File: config.mk
export PLATFORM = sky130hd
export DESIGN_NAME = ptp_time_acc
export DESIGN_NICKNAME = d
export VERILOG_FILES = /design/src/rtl/ptp_time_pkg.sv /design/src/rtl/ptp_time_core.sv /design/src/rtl/ptp_time_regs.sv /design/src/rtl/ptp_time_acc.sv
export SDC_FILE = /design/constraint.sdc
export NUM_CORES = 1
export LEC_CHECK = 0
export BUFFER_PORTS_ARGS = -buffer_cell sky130_fd_sc_hd__buf_4
export CAP_MARGIN = 15
export CORE_UTILIZATION = 40
export CTS_BUF_LIST = sky130_fd_sc_hd__clkbuf_2
export DETAILED_ROUTE_END_ITERATION = 8
export GPL_TIMING_DRIVEN = 0
export HOLD_SLACK_MARGIN = 0.15
export PLACE_DENSITY_LB_ADDON = 0.15
export SLEW_MARGIN = 0
export SYNTH_ARGS = -nofsm -noshare
export SYNTH_HDL_FRONTEND = slang
export SYNTH_HIERARCHICAL = 1
export SYNTH_SLANG_ARGS = --single-unit
File: constraint.sdc
create_clock -name clk -period 3.45 [get_ports clk]
set_input_delay 0.1725 -clock clk [delete_from_list [all_inputs] [get_ports clk]]
set_output_delay 0.1725 -clock clk [all_outputs]
set_load 0.05 [all_outputs]
File: src/rtl/ptp_time_pkg.sv
package ptp_time_pkg;
    localparam int ADDR_W = 12;
    localparam int DATA_W = 64;
    localparam int NS_W   = 64;
    localparam int FRAC_W = 32;

    localparam logic [ADDR_W-1:0] OFS_CFG  = 12'hF00;
    localparam logic [ADDR_W-1:0] OFS_FRAC = 12'hF08;
    localparam logic [ADDR_W-1:0] OFS_NS   = 12'hF10;
    localparam logic [ADDR_W-1:0] OFS_INC  = 12'hF18;

    typedef struct packed {
        logic              en;
        logic [DATA_W-1:0] inc;
        logic [DATA_W-1:0] rdata;
    } regs_t;
endpackage

File: src/rtl/ptp_time_core.sv
module ptp_time_core #(
    parameter int NS_W   = 64,
    parameter int FRAC_W = 32,
    parameter int INC_W  = 64
) (
    input  logic              clk,
    input  logic              rst_n,
    input  logic              en,
    input  logic [INC_W-1:0]  inc,
    input  logic              ld_ns,
    input  logic              ld_frac,
    input  logic [NS_W-1:0]   ld_data,
    output logic [NS_W-1:0]   ns,
    output logic [FRAC_W-1:0] frac
);
    localparam int ACC_W = NS_W + FRAC_W;

    typedef struct packed {
        logic [ACC_W-1:0] acc;
    } core_t;

    core_t c_d, c_q;

    always_comb begin
        c_d = c_q;
        if (ld_ns) begin
            c_d.acc[ACC_W-1:FRAC_W] = ld_data;
        end else if (ld_frac) begin
            c_d.acc[FRAC_W-1:0] = ld_data[FRAC_W-1:0];
        end else if (en) begin
            c_d.acc = c_q.acc + ACC_W'(inc);
        end
    end

    always_ff @(posedge clk) begin
        if (!rst_n) c_q <= '0;
        else        c_q <= c_d;
    end

    assign ns   = c_q.acc[ACC_W-1:FRAC_W];
    assign frac = c_q.acc[FRAC_W-1:0];
endmodule

File: src/rtl/ptp_time_regs.sv
module ptp_time_regs
    import ptp_time_pkg::*;
#(
    parameter logic [DATA_W-1:0] DEF_INC = 64'h0000_0014_0000_0000
) (
    input  logic              clk,
    input  logic              rst_n,
    input  logic [ADDR_W-1:0] addr,
    input  logic              we,
    input  logic [DATA_W-1:0] wdata,
    input  logic [NS_W-1:0]   ns,
    input  logic [FRAC_W-1:0] frac,
    output logic              en,
    output logic [DATA_W-1:0] inc,
    output logic              ld_ns,
    output logic              ld_frac,
    output logic [DATA_W-1:0] rdata
);
    regs_t r_d, r_q;

    always_comb begin
        r_d     = r_q;
        ld_ns   = 1'b0;
        ld_frac = 1'b0;
        if (we) begin
            case (addr)
                OFS_CFG:  r_d.en  = wdata[0];
                OFS_INC:  r_d.inc = wdata;
                OFS_NS:   ld_ns   = 1'b1;
                OFS_FRAC: ld_frac = 1'b1;
                default:  ;
            endcase
        end
        case (addr)
            OFS_CFG:  r_d.rdata = DATA_W'(r_q.en);
            OFS_FRAC: r_d.rdata = DATA_W'(frac);
            OFS_NS:   r_d.rdata = DATA_W'(ns);
            OFS_INC:  r_d.rdata = r_q.inc;
            default:  r_d.rdata = '0;
        endcase
    end

    always_ff @(posedge clk) begin
        if (!rst_n) begin
            r_q.en    <= 1'b0;
            r_q.inc   <= DEF_INC;
            r_q.rdata <= '0;
        end else begin
            r_q <= r_d;
        end
    end

    assign en    = r_q.en;
    assign inc   = r_q.inc;
    assign rdata = r_q.rdata;
endmodule

File: src/rtl/ptp_time_acc.sv
module ptp_time_acc
    import ptp_time_pkg::*;
#(
    parameter logic [DATA_W-1:0] DEF_INC = 64'h0000_0014_0000_0000
) (
    input  logic              clk,
    input  logic              rst_n,
    input  logic [ADDR_W-1:0] bus_addr,
    input  logic              bus_we,
    input  logic [DATA_W-1:0] bus_wdata,
    output logic [DATA_W-1:0] bus_rdata
);
    logic              en_w;
    logic [DATA_W-1:0] inc_w;
    logic              ld_ns_w;
    logic              ld_frac_w;
    logic [NS_W-1:0]   ns_w;
    logic [FRAC_W-1:0] frac_w;

    ptp_time_regs #(.DEF_INC(DEF_INC)) u_regs (
        .clk     (clk),
        .rst_n   (rst_n),
        .addr    (bus_addr),
        .we      (bus_we),
        .wdata   (bus_wdata),
        .ns      (ns_w),
        .frac    (frac_w),
        .en      (en_w),
        .inc     (inc_w),
        .ld_ns   (ld_ns_w),
        .ld_frac (ld_frac_w),
        .rdata   (bus_rdata)
    );

    ptp_time_core #(.NS_W(NS_W), .FRAC_W(FRAC_W), .INC_W(DATA_W)) u_core (
        .clk     (clk),
        .rst_n   (rst_n),
        .en      (en_w),
        .inc     (inc_w),
        .ld_ns   (ld_ns_w),
        .ld_frac (ld_frac_w),
        .ld_data (bus_wdata),
        .ns      (ns_w),
        .frac    (frac_w)
    );
endmodule

==> run metrics, run 1 <==
Synth area leader dfxtp_1; Sw Pwr 0.001474 W; initial antenna violation count 3; final setup margin -89.13 ps; initial core utilization 0.4059; failing checks negative setup slack; predominant post-synthesis flop cell dfxtp_1; remaining global-route overflow 0; Chip Height 186.5 um; first-pass GRT wire length 83,070 um; drt via density 5.669; layout net count 2,186; worst r2r path cells 15; post-synthesis sequential area ratio 0.3309; relative slew slack 0.3156; Fmax achieved 282.6 MHz; # rows 67; synthesis warning total 6; WP data arrival 4320 ps; Placed Cells 2,240; clk sinks 225; vias in the first global route 13,921; critical path fanouts, max 5; dpl hpwl 40,680 um; Max VDD drop 0.1992 mV; sequential fraction of design power 0.506; Setup violations, final 14; H-tree depth 3; critical path's slowest cell o311a_4; post-route insts no fill 2,541; proportion of layout cells with a drive suffix above 1 0.1955; final wirelength 55,960 um; CTS tree yes; Fin. Hold Viols 0; Port Buffers 141; drt drc 0; worst skew pair latency 970 ps; crit-path most repeated cell buf_12; Hold Crit Class input pin to register; IO Pins 143; Critical Path Sink Type register; power share of the clock group 0.413; post-synth cell types 74; Placer Congestion 1.002; routed len/inst 22.02 um; DRT antenna net count 0; Worst Path Required 4230 ps; GRT Util Overall 0.3142; CTS buffer count 68; Seq cells post-synth 225; fin crit share 1.026; Tightest Pin Transition 1027 ps; Syn Area/Cell 8.249 um^2; Setup TNS -337.6 ps; RSZ-0062 raised after global routing true; CP Launch Type register; EDFF count, synth 0; Die W 186.5 um; post-synth top area share 0.3309; CORE AREA 33,530 um^2; synth top area cells dfxtp_1 33%, mux2i_1 7.4%, nand2_1 7.1%; die area 34,770 um^2; syn_nets 1,794; Crit Path Class register to register; root buffer cell clkbuf_2; hold slack 236.7 ps; CTS Buffer Depth 3; DRT iter0 DRCs 1,252; via count 14,405; Async S/R FF share, synth 0; Max Cap Viol 0; Cells after Synth 1,650; Worst Clk Skew 61.62 ps; Cell Int Power 0.003649 W; Leak 7.474 nW; Power Dens Cells 282.5 nW/um^2; max incr delay on CP 450 ps; post-synthesis instance area 13,610 um^2; Switching Share 0.2877; count of pins over their slew limit 0; Final Power 0.005123 W; status finished with violations; CP cell instances ha_4 -> inv_2 -> fa_2 -> nor2b_2 -> o21a_1 -> a311o_1 -> a41oi_4 -> o311a_4 -> o32ai_4 -> o31a_4 -> buf_12 -> buf_12 -> nand4_1 -> xor2_1 -> a21oi_1; post-layout min period 3539 ps; Combinational Power Share 0.081; largest net degree at the start of global routing 11; Area Growth Syn to Fin 33.24%; Hold Path Depth 4; clk slew on worst S/H paths 100 ps; first-pass detailed-route iteration total 7
sequential cells by signal, indices dropped and copies added, names as in the netlist:
signal        count
u_core/c_q       96
u_regs/en         1
u_regs/inc       64
u_regs/rdata     64
per-layer routing:
metal  global-route usage  vias to the layer above  wire (um)
li1                     -                     6789          -
met4               0.1337                        0       1917
met1               0.4205                     6920      25020
met3              0.07749                      104       4874
met5                    0                        -          0
met2               0.4798                      592      24150
cell families (layout without fill, tap and decap cells):
group                      count (synthesis)  in the layout  synth area share
and+or+nand+nor                          557            557            0.1880
muxes                                    133            133            0.1016
DFF                                      225            225            0.3309
AOI/OAI and AO/OA                        457            457            0.2195
xor gates and xnor gates                  83             83           0.05341
adders and majority gates                 65             65           0.06031
other                                      0              1                 0
buffers and inverters                    130            572           0.04624
cell type report:
| class | count | area [um^2] |
|---|---|---|
| multi-input combinational | 1295 | 8885 |
| tap | 448 | 560.5 |
| antenna | 1 | 2.502 |
| sequential | 225 | 4524 |
| fill | 3252 | 15400 |
| buffer | 105 | 564.3 |
| clock inverter | 20 | 105.1 |
| inverter | 17 | 63.81 |
| clock buffer | 100 | 500.5 |
| timing repair buffer | 330 | 2929 |
what timing repair did:
action | in CTS | in global routing
resized for setup | 30 | 71
buffers inserted | 13 | 13
setup endpoints to repair | 41 | 42
hold buffers | 160 | 0
pin swaps | 13 | 30
cloned | 0 | 2
hold endpoints to repair | 196 | 0
stage by stage:
stage	area (um^2)	util	setup slack [ps]
floorplan	13610	-	183.9
finish	18130	0.5408	-89.13
global route	18130	0.5408	-125.1
global placement	15230	0.4542	-952.6
detailed placement	15240	0.4544	-936.8
CTS	17680	0.5272	12.45
Yosys cell counts, drive strengths merged, types with 15 or more instances:
cell type and instances:
nand2 258, dfxtp 225, a21oi 139, nor2 123
mux2i 101, o21ai 101, clkbuf 87, ha 64
xnor2 44, xor2 39, nand4 37, o211a 34
a22oi 32, mux2 31, nand3 31, a21o 29
buf 26, o211ai 26, nor2b 21, and3 18
inv 17, nor3 16, o21bai 15
worst max-delay path, delay by kind of cell (launching register included):
kind | cells | cell delay [ps]
flops | 1 | 380
buf+inv | 3 | 280
compound gates | 7 | 1740
simple gates | 2 | 260
xor+xnor | 1 | 180
fa+ha+maj | 2 | 520
power by group through the flow:
stage | Sequential [W] | Combinational [W] | Clock [W]
2_1_floorplan | 0.00266 | 0.000106 | 0
3_3_place_gp | 0.00266 | 0.000276 | 0
3_5_place_dp | 0.00266 | 0.000277 | 0
4_1_cts | 0.00260 | 0.000409 | 0.00218
5_1_grt | 0.00259 | 0.000439 | 0.00232
6_report | 0.00259 | 0.000417 | 0.00211
placed cells by master, fill, tap and decap left out, types with 78 or more instances in the layout:
cell,instances
nand2_1,257
dlygate4sd3_1,160
o21ai_0,93
clkbuf_2,102
mux2i_1,101
dfxtp_1,217
buf_4,171
a21oi_1,137
nor2_1,121
clkbuf_1,78
worst paths after layout:
path | start | endpoint | slack [ps]
max | u_regs/inc[0] | u_core/c_q[94] | -90
min | bus_wdata[27] | u_core/c_q[59] | 240
max reg2reg | u_regs/inc[0] | u_core/c_q[94] | -90
min reg2reg | u_regs/inc[16] | u_regs/inc[16] | 480
No activity file was read; power rests on OpenSTA's default activity.
==> inputs of run 2 (changes only) <==
--- a/config.mk
+++ b/config.mk
@@ -5,6 +5,7 @@
 export SDC_FILE = /design/constraint.sdc
 export NUM_CORES = 1
 export LEC_CHECK = 0
+export ABC_AREA = 1
 export BUFFER_PORTS_ARGS = -buffer_cell sky130_fd_sc_hd__buf_4
 export CAP_MARGIN = 15
 export CORE_UTILIZATION = 40
==> constraint.sdc (replaced) <==
create_clock -name clk -period 3.9 [get_ports clk]
set_input_delay 0.195 -clock clk [delete_from_list [all_inputs] [get_ports clk]]
set_output_delay 0.195 -clock clk [all_outputs]
set_load 0.05 [all_outputs]
==> run 2 against run 1 <==
The flow now finishes without violations. First-iteration DRC count grew to 2.8 times the previous value. Utilization fell by 3.3 points. Critical path depth increased by 2. Clock skew is 64 ps higher. Final area grew 25%. Critical endpoint is now u_core/c_q[87]. Largest cell class unchanged.
==> run metrics, run 2 <==
post-route insts no fill 4,293 (+69%); remaining global-route overflow 0 (unchanged); Crit. Startpoint bus_addr[4]; most common cell after layout, fill and taps aside nand2_1; IO Pins 143 (unchanged); DRT iter0 DRCs 3,492 (+180%); Fin. Hold Viols 0 (unchanged); syn_nets 3,391 (+89%); count of pins over their slew limit 0 (unchanged); flip-flop count of the largest register after layout 96 (unchanged); post-layout min period 3830 ps; Hold Crit Class input pin to register; Power Dens Cells 203.3 nW/um^2 (-28%); Final Power 0.004610 W (-10%); Async S/R FF share, synth 0 (unchanged); relative slew slack 0.2048 (-0.1108); routed len/inst 22.88 um (+3.9%); worst r2r src u_core/c_q[3]; CP Launch Type input pin; synthesis warning total 6 (unchanged); predominant post-synthesis flop cell dfxtp_1; critical path fanouts, max 10 (+5); Setup TNS 0 ps (+337.6 ps); post-synth top area share 0.2463 (-0.08464); DRT antenna net count 0 (unchanged); vias in the first global route 21,660 (+56%); Max VDD drop 0.1846 mV (-7.3%); Area Growth Syn to Fin 24.02%; Port Buffers 141 (unchanged); initial core utilization 0.4091 (+0.003195); post-synthesis sequential area ratio 0.2463 (-0.08464); layout net count 3,797 (+74%); hold path start bus_wdata[51]; initial antenna violation count 8 (+5); fin crit share 0.9821; pre-CTS setup slack -206.2 ps (+730.6 ps); Placer Congestion 1.073 (+7.1%); GRT Util Overall 0.4160 (+0.1019); worst skew pair latency 1080 ps (+110 ps); Synth area leader dfxtp_1; Fmax achieved 261.1 MHz; CTS Buffer Depth 3 (unchanged); max incr delay on CP 630 ps (+180 ps); die area 46,580 um^2 (+34%); final instance area 22,680 um^2 (+25%); top cells by count, synth 1,096 x nand2_1, 505 x inv_1, 363 x nor2_1; CTS buffer count 66 (-2.9%); most frequent cells in the layout 1,096 x nand2_1, 505 x inv_1, 363 x nor2_1; final setup margin 69.77 ps (+158.9 ps); most flop-heavy register u_core/c_q; FILL cells 4,672 (+44%); Syn Area/Cell 5.632 um^2 (-32%); drt via density 5.455 (-3.8%); first-pass GRT wire length 140,600 um (+69%); drt drc 0 (unchanged); via count 23,417 (+63%); status complete, no violations; post-synth cell types 38 (-49%); dpl hpwl 79,270 um (+95%); final wirelength 98,230 um (+76%); buffer count from post-CTS setup fixing 0 (-13); most common cell in the synthesized netlist nand2_1; Cells after Synth 3,247 (+97%); EDFF count, synth 0 (unchanged); Max Cap Viol 0 (unchanged); Leak 11.88 nW (+59%); root buffer cell clkbuf_2; first-pass detailed-route iteration total 7 (unchanged); CP cell instances dlygate4sd3_1 -> buf_4 -> dlygate4sd3_1 -> nor2_1 -> nand2_1 -> nor4_1 -> dlygate4sd3_1 -> buf_2 -> inv_1 -> nand2_1 -> nand2_1 -> inv_1 -> clkbuf_4 -> clkbuf_1 -> nor2_1 -> nand2_1 -> a21oi_1; CTS tree yes; clk slew on worst S/H paths 80 ps (-20 ps); Tightest Pin Transition 1193 ps (+166.2 ps); Chip Height 215.8 um (+16%); Worst Clk Skew 125.6 ps (+64.00 ps); crit-path most repeated cell nand2_1; proportion of layout cells with a drive suffix above 1 0.1277 (-0.06780); Placed Cells 3,980 (+78%); placed inst area 20,090 um^2 (+32%); Seq cells post-synth 225 (unchanged); synth top area cells dfxtp_1 25%, nand2_1 22%, inv_1 10%; Setup violations, final 0 (-14); post-synthesis instance area 18,290 um^2 (+34%); CORE AREA 44,700 um^2 (+33%); Die W 215.8 um (+16%); # rows 77 (+15%); largest net degree at the start of global routing 11 (unchanged); Top delay family on crit path buffers and inverters; RSZ-0062 raised after global routing false; biggest regs u_core/c_q (96), u_regs/inc (64), u_regs/rdata (64); Critical Path Sink Type register; critical path's slowest cell clkbuf_1; clk sinks 225 (unchanged); WP data arrival 4630 ps (+310 ps); Worst Path Required 4700 ps (+470 ps); Crit Path Class input pin to register; H-tree depth 3 (unchanged); Bufs and invs on worst path 9 (+6)
run 2: final timing paths:
path,end,slack [ps],cells after the start
max,u_core/c_q[87],70,17
min,u_core/c_q[83],230,6
max reg2reg,u_core/c_q[39],270,13
min reg2reg,u_regs/rdata[50],460,2
run 2: worst reg2reg max path, stage by stage, from the launching register on:
cell and delay, ps:
dfxtp_1 350, ha_1 400, nand2_1 120, nor2_1 590, nand3_1 220, nand2_2 300
nand2_1 120, nand3_2 150, nand2_1 70, nand2_1 270, xor2_1 180, nand2_1 110
a31oi_1 150, dlygate4sd3_1 560
run 2: what timing repair did:
action / in CTS / in global routing
resized for setup: 0 / 7
hold buffers: 199 / 0
hold endpoints to repair: 225 / 0
endpoints found under the setup margin: 0 / 25
run 2: stage by stage:
step | util | hold WS, ps
after global routing | 0.5072 | 168.1
after global placement | 0.4493 | 436.6
after CTS | 0.5073 | 150.6
after floorplan | - | 308.2
after detailed placement | 0.4493 | 454.5
final | 0.5073 | 227.6
run 2: cell type report:
| type | instances | area (um^2) | share of cell area |
|---|---|---|---|
| diodes | 5 | 12.51 | 0.0005517 |
| clock inverters | 22 | 155.1 | 0.006841 |
| multi-input cells | 2338 | 11100 | 0.4892 |
| repair buffers | 338 | 3030 | 0.1336 |
| clock buffers | 89 | 445.4 | 0.01964 |
| plain buffers | 115 | 558.0 | 0.02461 |
| flip-flops and latches | 225 | 4504 | 0.1986 |
| well taps | 592 | 740.7 | 0.03266 |
| inverters | 569 | 2137 | 0.09423 |
run 2: logic make-up (layout without fill, tap and decap cells):
group	count (synthesis)	in the layout	synth area share
AND/OR/NAND/NOR	1972	1972	0.4651
buffers and inverters	684	1133	0.1470
other	0	5	0
AO/OA/AOI/OAI	245	245	0.06992
flip-flops	225	225	0.2463
adder cells (fa/ha/maj)	65	65	0.04488
XOR/XNOR	56	56	0.02682
run 2: report_power, final:
part	switching, W	internal, W
Clock	0.00118	0.000758
Sequential	0.000000288	0.00230
Combinational	0.000205	0.000175
run 2: per-layer routing:
metal,vias to the layer above,GRT usage,part of all wire
met5,-,0,0.00054
met4,8,0.1797,0.047
met3,288,0.1157,0.12
met2,1477,0.6287,0.42
met1,10788,0.5501,0.41
li1,10856,-,-
